--- src/rtl/pfq_pkg.sv ---
package pfq_pkg;

  // Strobes from control to datapath, one per datapath action
  typedef struct packed {
    logic issue;  // capture next-fetch address as request address, advance
    logic push;   // write acknowledged word into the queue
    logic pop;    // remove head word
    logic clear;  // flush: empty queue, reload next-fetch address
  } pfqStrobe_t;

endpackage

--- src/rtl/pfq_datapath.sv ---
module pfq_datapath
  import pfq_pkg::*;
#(
  parameter int ADDR_W   = 16,
  parameter int DATA_W   = 16,
  parameter int DEPTH    = 2,
  parameter logic [ADDR_W-1:0] RESET_PC = '0,
  localparam int PTR_W   = (DEPTH > 1) ? $clog2(DEPTH) : 1,
  localparam int CNT_W   = $clog2(DEPTH + 1)
) (
  input  logic              clk,
  input  logic              rstN,
  input  pfqStrobe_t        strb,
  input  logic [ADDR_W-1:0] newPc,
  input  logic [DATA_W-1:0] memData,
  output logic [ADDR_W-1:0] reqAddr,
  output logic [DATA_W-1:0] headData,
  output logic [ADDR_W-1:0] headAddr,
  output logic [CNT_W-1:0]  count
);

  localparam int WORD_BYTES = DATA_W / 8;

  logic [ADDR_W-1:0] nextPc;
  logic [PTR_W-1:0]  wrPtr, rdPtr;
  logic [DATA_W-1:0] entryData [DEPTH];
  logic [ADDR_W-1:0] entryAddr [DEPTH];

  function automatic logic [PTR_W-1:0] ptrInc(input logic [PTR_W-1:0] p);
    if (p == PTR_W'(DEPTH - 1)) return '0;
    return p + PTR_W'(1);
  endfunction

  // Next-fetch address and the address of the outstanding request
  always_ff @(posedge clk) begin
    if (!rstN) begin
      nextPc  <= RESET_PC;
      reqAddr <= RESET_PC;
    end else if (strb.clear) begin
      nextPc  <= newPc;
    end else if (strb.issue) begin
      reqAddr <= nextPc;
      nextPc  <= nextPc + ADDR_W'(WORD_BYTES);
    end
  end

  // Queue entries
  for (genvar e = 0; e < DEPTH; e++) begin : g_entry
    always_ff @(posedge clk) begin
      if (!rstN) begin
        entryData[e] <= '0;
        entryAddr[e] <= '0;
      end else if (strb.push && !strb.clear && wrPtr == PTR_W'(e)) begin
        entryData[e] <= memData;
        entryAddr[e] <= reqAddr;
      end
    end
  end

  // Pointers and occupancy
  always_ff @(posedge clk) begin
    if (!rstN || strb.clear) begin
      wrPtr <= '0;
      rdPtr <= '0;
      count <= '0;
    end else begin
      if (strb.push) wrPtr <= ptrInc(wrPtr);
      if (strb.pop)  rdPtr <= ptrInc(rdPtr);
      case ({strb.push, strb.pop})
        2'b10:   count <= count + CNT_W'(1);
        2'b01:   count <= count - CNT_W'(1);
        default: count <= count;
      endcase
    end
  end

  assign headData = entryData[rdPtr];
  assign headAddr = entryAddr[rdPtr];


  no_overflow_chk: assert property (@(posedge clk) disable iff (!rstN)
    count <= CNT_W'(DEPTH));


  push_room_chk: assert property (@(posedge clk) disable iff (!rstN)
    strb.push |-> (count < CNT_W'(DEPTH)) || strb.pop);


  issue_step_chk: assert property (@(posedge clk) disable iff (!rstN)
    strb.issue && !strb.clear |=> nextPc == reqAddr + ADDR_W'(WORD_BYTES));

endmodule

--- src/rtl/pfq_ctrl.sv ---
module pfq_ctrl
  import pfq_pkg::*;
#(
  parameter int DEPTH = 2,
  localparam int CNT_W = $clog2(DEPTH + 1)
) (
  input  logic             clk,
  input  logic             rstN,
  input  logic             flushStatus,
  input  logic             flushCache,
  input  logic             flushPc,
  input  logic             flushMmu,
  input  logic             newPcOdd,
  input  logic             memAck,
  input  logic             instReady,
  input  logic [CNT_W-1:0] count,
  output pfqStrobe_t       strb,
  output logic             memReq,
  output logic             instValid,
  output logic             oddFault
);

  logic flushAny;
  logic reqActive;
  logic discard;
  logic faulted;
  logic ackNow;

  assign flushAny  = flushStatus | flushCache | flushPc | flushMmu;
  assign ackNow    = reqActive & memAck;
  assign instValid = (count != '0);

  always_comb begin
    strb.clear = flushAny;
    strb.push  = ackNow & ~discard & ~flushAny;
    strb.pop   = instValid & instReady & ~flushAny;
    strb.issue = ~flushAny & ~reqActive & ~faulted & (count < CNT_W'(DEPTH));
  end

  always_ff @(posedge clk) begin
    if (!rstN) begin
      reqActive <= 1'b0;
      discard   <= 1'b0;
      faulted   <= 1'b0;
    end else begin
      if (strb.issue)  reqActive <= 1'b1;
      else if (ackNow) reqActive <= 1'b0;

      // a read caught by a flush finishes, but its word is dropped
      if (ackNow)                     discard <= 1'b0;
      else if (reqActive && flushAny) discard <= 1'b1;

      if (flushAny) faulted <= newPcOdd;
    end
  end

  assign memReq   = reqActive;
  assign oddFault = faulted;


  flush_empty_chk: assert property (@(posedge clk) disable iff (!rstN)
    flushAny |=> !instValid);


  fault_noreq_chk: assert property (@(posedge clk) disable iff (!rstN)
    oddFault && !memReq |=> !memReq);


  issue_room_chk: assert property (@(posedge clk) disable iff (!rstN)
    $rose(memReq) |-> $past(count) < CNT_W'(DEPTH));


  hold_head_chk: assert property (@(posedge clk) disable iff (!rstN)
    instValid && !instReady && !flushAny |=> instValid);

endmodule

--- src/rtl/seq_prefetch_queue.sv ---
module seq_prefetch_queue
  import pfq_pkg::*;
#(
  parameter int ADDR_W = 16,
  parameter int DATA_W = 16,
  parameter int DEPTH  = 2,
  parameter logic [ADDR_W-1:0] RESET_PC = '0
) (
  input  logic              clk,
  input  logic              rstN,
  output logic              memReq,
  output logic [ADDR_W-1:0] memAddr,
  input  logic              memAck,
  input  logic [DATA_W-1:0] memData,
  output logic              instValid,
  input  logic              instReady,
  output logic [DATA_W-1:0] instData,
  output logic [ADDR_W-1:0] instAddr,
  input  logic              flushStatus,
  input  logic              flushCache,
  input  logic              flushPc,
  input  logic              flushMmu,
  input  logic [ADDR_W-1:0] newPc,
  output logic              oddFault
);

  localparam int CNT_W = $clog2(DEPTH + 1);

  pfqStrobe_t       strb;
  logic [CNT_W-1:0] count;

  pfq_ctrl #(.DEPTH(DEPTH)) u_ctrl (
    .clk         (clk),
    .rstN        (rstN),
    .flushStatus (flushStatus),
    .flushCache  (flushCache),
    .flushPc     (flushPc),
    .flushMmu    (flushMmu),
    .newPcOdd    (newPc[0]),
    .memAck      (memAck),
    .instReady   (instReady),
    .count       (count),
    .strb        (strb),
    .memReq      (memReq),
    .instValid   (instValid),
    .oddFault    (oddFault)
  );

  pfq_datapath #(
    .ADDR_W   (ADDR_W),
    .DATA_W   (DATA_W),
    .DEPTH    (DEPTH),
    .RESET_PC (RESET_PC)
  ) u_dp (
    .clk      (clk),
    .rstN     (rstN),
    .strb     (strb),
    .newPc    (newPc),
    .memData  (memData),
    .reqAddr  (memAddr),
    .headData (instData),
    .headAddr (instAddr),
    .count    (count)
  );

  logic anyFlush;
  assign anyFlush = flushStatus | flushCache | flushPc | flushMmu;


  req_hold_chk: assert property (@(posedge clk) disable iff (!rstN)
    memReq && !memAck |=> memReq && $stable(memAddr));


  aligned_addr_chk: assert property (@(posedge clk) disable iff (!rstN)
    memReq |-> !memAddr[0]);


  stable_head_chk: assert property (@(posedge clk) disable iff (!rstN)
    instValid && !instReady && !anyFlush |=> $stable(instData) && $stable(instAddr));

endmodule

--- config.mk ---
export PLATFORM = sky130hd
export DESIGN_NAME = seq_prefetch_queue
export DESIGN_NICKNAME = d
export VERILOG_FILES = /design/src/rtl/pfq_pkg.sv /design/src/rtl/pfq_datapath.sv /design/src/rtl/pfq_ctrl.sv /design/src/rtl/seq_prefetch_queue.sv
export SDC_FILE = /design/constraint.sdc
export NUM_CORES = 1
export LEC_CHECK = 0
export ABC_AREA = 1
export BUFFER_PORTS_ARGS = -buffer_cell sky130_fd_sc_hd__buf_2
export CAP_MARGIN = 20
export CORE_ASPECT_RATIO = 1.4
export CORE_MARGIN = 5
export CORE_UTILIZATION = 30
export DETAILED_ROUTE_END_ITERATION = 8
export SLEW_MARGIN = 20
export SYNTH_ARGS = -nofsm -noshare
export SYNTH_HDL_FRONTEND = slang
export SYNTH_SLANG_ARGS = --single-unit
--- constraint.sdc ---
create_clock -name clk -period 10.3 [get_ports clk]
set_input_delay 1.03 -clock clk [delete_from_list [all_inputs] [get_ports clk]]
set_output_delay 1.03 -clock clk [all_outputs]
set_load 0.03 [all_outputs]
== After elaboration in Yosys (flattened, before gate mapping) ==
Memories as Yosys holds them, arrays and structs flattened. A register that Yosys moved wholly into a read port is not among the register bits.
Cells that the tools add are included.

* RAM bits: 64
* Word-level logic and storage cells: 82
* Register bits after elaboration: 39
* Memories kept: 2
* Bits in latches: 0
* Memory bits (read-only): 0

* $add $sub $neg: 5
* Bitwise logic cells: 21
* Eq/ne operators: 2
* Multiply operators: 0
* Mux-type cells: 30
* Order comparisons: 1
* Divide/modulo/power cells: 0
* Reduce and logical (&&, ||, !) cells: 13
* Shift-type cells: 0

{| class="wikitable"
|+ Memory list
! name !! words !! width !! rd ports !! clocked after memory_dff !! wr ports !! line !! RTL
|-
| u_dp.entryAddr || 2 || 16 || 1 || 1 || 2 || pfq_datapath.sv:27 || <nowiki>logic [ADDR_W-1:0] entryAddr [DEPTH];</nowiki>
|-
| u_dp.entryData || 2 || 16 || 1 || 1 || 2 || pfq_datapath.sv:26 || <nowiki>logic [DATA_W-1:0] entryData [DEPTH];</nowiki>
|}

{| class="wikitable"
|+ Operator list
! operator !! number
|-
| $mux W16 || 6
|-
| $mux W1 || 23
|-
| $add A16 B2 Y16 const B || 1
|-
| $and A1 B1 Y1 || 8
|-
| $reduce_bool A2 Y1 || 4
|-
| $or A1 B1 Y1 || 7
|-
| $not A1 Y1 || 6
|-
| $logic_and A1 B1 Y1 || 4
|-
| $pmux W2 S2 || 1
|-
| $add A1 B1 Y1 const B || 2
|-
| $add A2 B1 Y2 const B || 1
|-
| $eq A2 B1 Y1 const B || 1
|-
| $eq A2 B2 Y1 const B || 1
|-
| $logic_not A1 Y1 || 2
|-
| $lt A2 B2 Y1 const B || 1
|-
| $reduce_and A2 Y1 || 1
|-
| $reduce_or A2 Y1 || 1
|-
| $sub A2 B1 Y2 const B || 1
|-
| $logic_or A1 B1 Y1 || 1
|}

== Longest topological paths before layout ==
* Depth in word-level cells: 11
* Gate-level depth with buffers: 10

== Cells and area by module ==
Synthesis repeated with hierarchy kept, for this count alone.

* Cell total of the unflattened synthesis: 478
* Area total of the unflattened synthesis: 4,631.9 um^2

{| class="wikitable"
|+ Modules (own cells, without submodules)
! module !! cells an instance !! seq. area each (um^2) !! instances !! area an instance (um^2)
|-
| pfq_datapath || 449 || 2,662.6 || 1 || 4,448.0
|-
| pfq_ctrl || 29 || 60.1 || 1 || 183.9
|}

== Worst setup path before layout ==
Ideal clock, no wire load.

* Kind: input port to flip-flop
* From: input port flushPc
* To: memory u_dp.entryAddr[0][0], enable pin
* Slack: 5.980 ns
* Buffers on the path: 0
* Data required time: 9.834 ns
* Stages: 5
* Library setup time: 0.466 ns
* Arrival time: 3.854 ns
* Cell sequence: nor2_1 > nand2_2 > nor3_4 > inv_2 > o21ai_0

{| class="wikitable"
|+ RTL lines
! what !! line !! RTL
|-
| start, declared || seq_prefetch_queue.sv:21 || <nowiki>input logic flushPc,</nowiki>
|-
| end, declared || pfq_datapath.sv:27 ||
|}

==> reports/qor.csv <==
metric,value,unit
outcome,"finished, final reports clean",
final clock skew,0.00589,ns
Seq. cell area,2720,um2
vias in the first global route,3505,
synthesized net count,527,
first-pass GRT wire length,17.4,mm
Inst Count DP,750,
Num CTS Buffers,9,
CTS max path bufs,2,
RSZ-0062 raised after global routing,false,
fill cell count,1556,
worst hold path type,reg2reg,
Port Buf Inserts,90,
"Arr. time, crit path",1.82,ns
clk slew on worst S/H paths,0.06,ns
crit path kind,reg2out,
critical path peak fanout,32,
Synth Cell Area,4640,um2
f_max,0.351,GHz
CTS tree,built,
power density cells,159,nW/um2
num ports,91,
final antenna-violating net count,0,
max cap viols,0,
starting DRC count in detailed routing,214,
Mean Syn Cell Area,9.57,um2
Overflow after GRT,0,
DRT Pass-1 Iters,5,
footprint of the multi-input gates,1600,um2
worst relative slew slack,29.4,%
largest net degree at the start of global routing,33,
fin cells,767,
# setup viols final,0,
routed length per instance,14.1,um
Syn. warnings,0,
Worst-Margin Slew,1.05,ns
"Seq/Total Area, Yosys",58.7,%
CP Capture Type,output port,
Period minus WS final,2.85,ns
Die Height,157,um
n_diodes,0,
Skew-Pair Late Insertion Delay,0.34,ns
Starting Density,30.7,%
H-tree depth,3,
die outline width,115,um
Rows,53,
CTS Root Cell,clkbuf_16,
maximum VDD drop,0.0657,mV
Leak Pwr,2.39,nW
hold buffers post-CTS,0,
Syn Inst Count,485,
Synth cell types,30,
vias per std cell,4.48,
drt total wl,10.8,mm
DRC viols,0,
Resize count post-CTS,0,
hpwl dp,7.68,mm
CP max-delay cell,dfxtp_2,
"Hold Violations, Final",0,
Critical Path Start Type,flip-flop,
final setup TNS,0,ns
Overall Global Routing Usage,12.4,%
Final Power,0.889,mW
#FFs+latches synth,104,
Core ar.,15100,um2
Vias,3433,
period utilisation layout,27.7,%
count of final max-slew check failures,0,
crit-path max cell delay,0.84,ns
CP Data Required Time,9.27,ns
Post-CTS Setup Bufs,0,
GP Congestion,0.810,
Nets,612,
"Critical Path, Cell by Cell","mux2_2, buf_2",
antenna violations before repair,0,
die area,18100,um2
fraction of layout cells with a size suffix above 1,27.0,%
Layout area overhead,20.6,%
# clock sinks,104,
==> critical path: cells and delay by family (launching register included) <==
kind                   cells  cell delay, ns
DFF                        1            0.84
muxes                      1            0.44
buffers and inverters      1            0.18
==> power breakdown <==
group	switching, mW	internal, mW
registers	0.00827	0.455
logic	0.0433	0.0214
clock network	0.143	0.218
==> layout make-up <==
class,instances,area share [%]
Clock buffer,10,4.27
Clock inverter,6,1.45
Inverter,63,4.23
Multi-Input combinational cell,300,28.6
Sequential cell,104,48.7
Tap cell,192,4.29
Timing Repair Buffer,92,8.45
==> state kept, by name, summed over array words and instances (netlist names), named ones only <==
| register | cells |
|---|---|
| u_ctrl.memReq | 1 |
| u_dp.wrPtr | 1 |
| u_ctrl.oddFault | 1 |
| u_dp.reqAddr | 16 |
| u_dp.nextPc | 16 |
| u_dp.entryData | 32 |
| u_dp.count | 2 |
| u_dp.entryAddr | 32 |
| u_ctrl.discard | 1 |
| u_dp.rdPtr | 1 |
==> synthesized netlist by cell type, drive strengths merged <==
cell type / instances / area, um2
a211oi: 2 / 15.0
a21oi: 25 / 125
a22oi: 1 / 7.51
a31oi: 1 / 6.26
buf: 13 / 83.8
clkbuf: 5 / 18.8
dfxtp: 40 / 801
edfxtp: 64 / 1920
ha: 2 / 25.0
inv: 63 / 236
mux2: 32 / 360
nand2: 75 / 294
nand3: 26 / 130
nand3b: 1 / 7.51
nand4: 2 / 12.5
nor2: 101 / 402
nor3: 3 / 26.3
o211ai: 1 / 7.51
o21ai: 21 / 105
or2: 3 / 18.8
xor2: 4 / 35.0
==> path summary, 6_finish.rpt <==
kind	startpoint	to	slack, ns	depth (start not counted)
max	flip-flop	instAddr[13]	7.45	2
min reg2reg	u_dp.nextPc[0]	u_dp.reqAddr[0]	0.46	2
min	u_dp.nextPc[0]	u_dp.reqAddr[0]	0.46	2
max reg2reg	u_ctrl.memReq	u_dp.entryData[0][8]	8.21	4
==> stage by stage <==
step / hold slack (ns) / utilization (%) / instance area, um2 / worst slack [ns]
after global routing: 0.496 / 37.0 / 5590 / 7.32
after global placement: 0.435 / 34.8 / 5260 / 7.16
after floorplan: 0.424 / - / 4640 / 5.98
after CTS: 0.466 / 36.9 / 5580 / 7.39
after detailed placement: 0.455 / 34.8 / 5260 / 7.09
final: 0.458 / 37.0 / 5590 / 7.45
==> logic make-up (layout without fill, tap and decap cells) <==
logic type | Yosys count | after routing | share of synthesized area [%]
compound gates | 51 | 51 | 5.74
xor+xnor | 4 | 4 | 0.755
fa+ha+maj | 2 | 2 | 0.539
buf+inv | 81 | 171 | 7.31
flops | 104 | 104 | 58.7
mux | 32 | 32 | 7.77
simple gates | 211 | 211 | 19.2
==> cells in the final DEF (no fill, tap or decap), drive strengths merged <==
cell type  netlist  layout
nor2           101     101
buf             13      92
nand2           75      75
edfxtp          64      64
inv             63      64
dfxtp           40      40
mux2            32      32
nand3           26      26
a21oi           25      25
o21ai           21      21
clkbuf           5      10
xor2             4       4
or2              3       3
clkinv           0       3
nor3             3       3
nand4            2       2
a211oi           2       2
ha               2       2
bufinv           0       2
a31oi            1       1
a22oi            1       1
nand3b           1       1
o211ai           1       1
==> layer usage <==
layer,track usage [%],routed length (um),up-vias
met4,4.36,156,0
met1,14.3,4310,1571
met2,22.6,5750,100
met5,0,0,-
li1,-,-,1751
met3,2.15,595,11
Power figures use the tool's default switching activity.
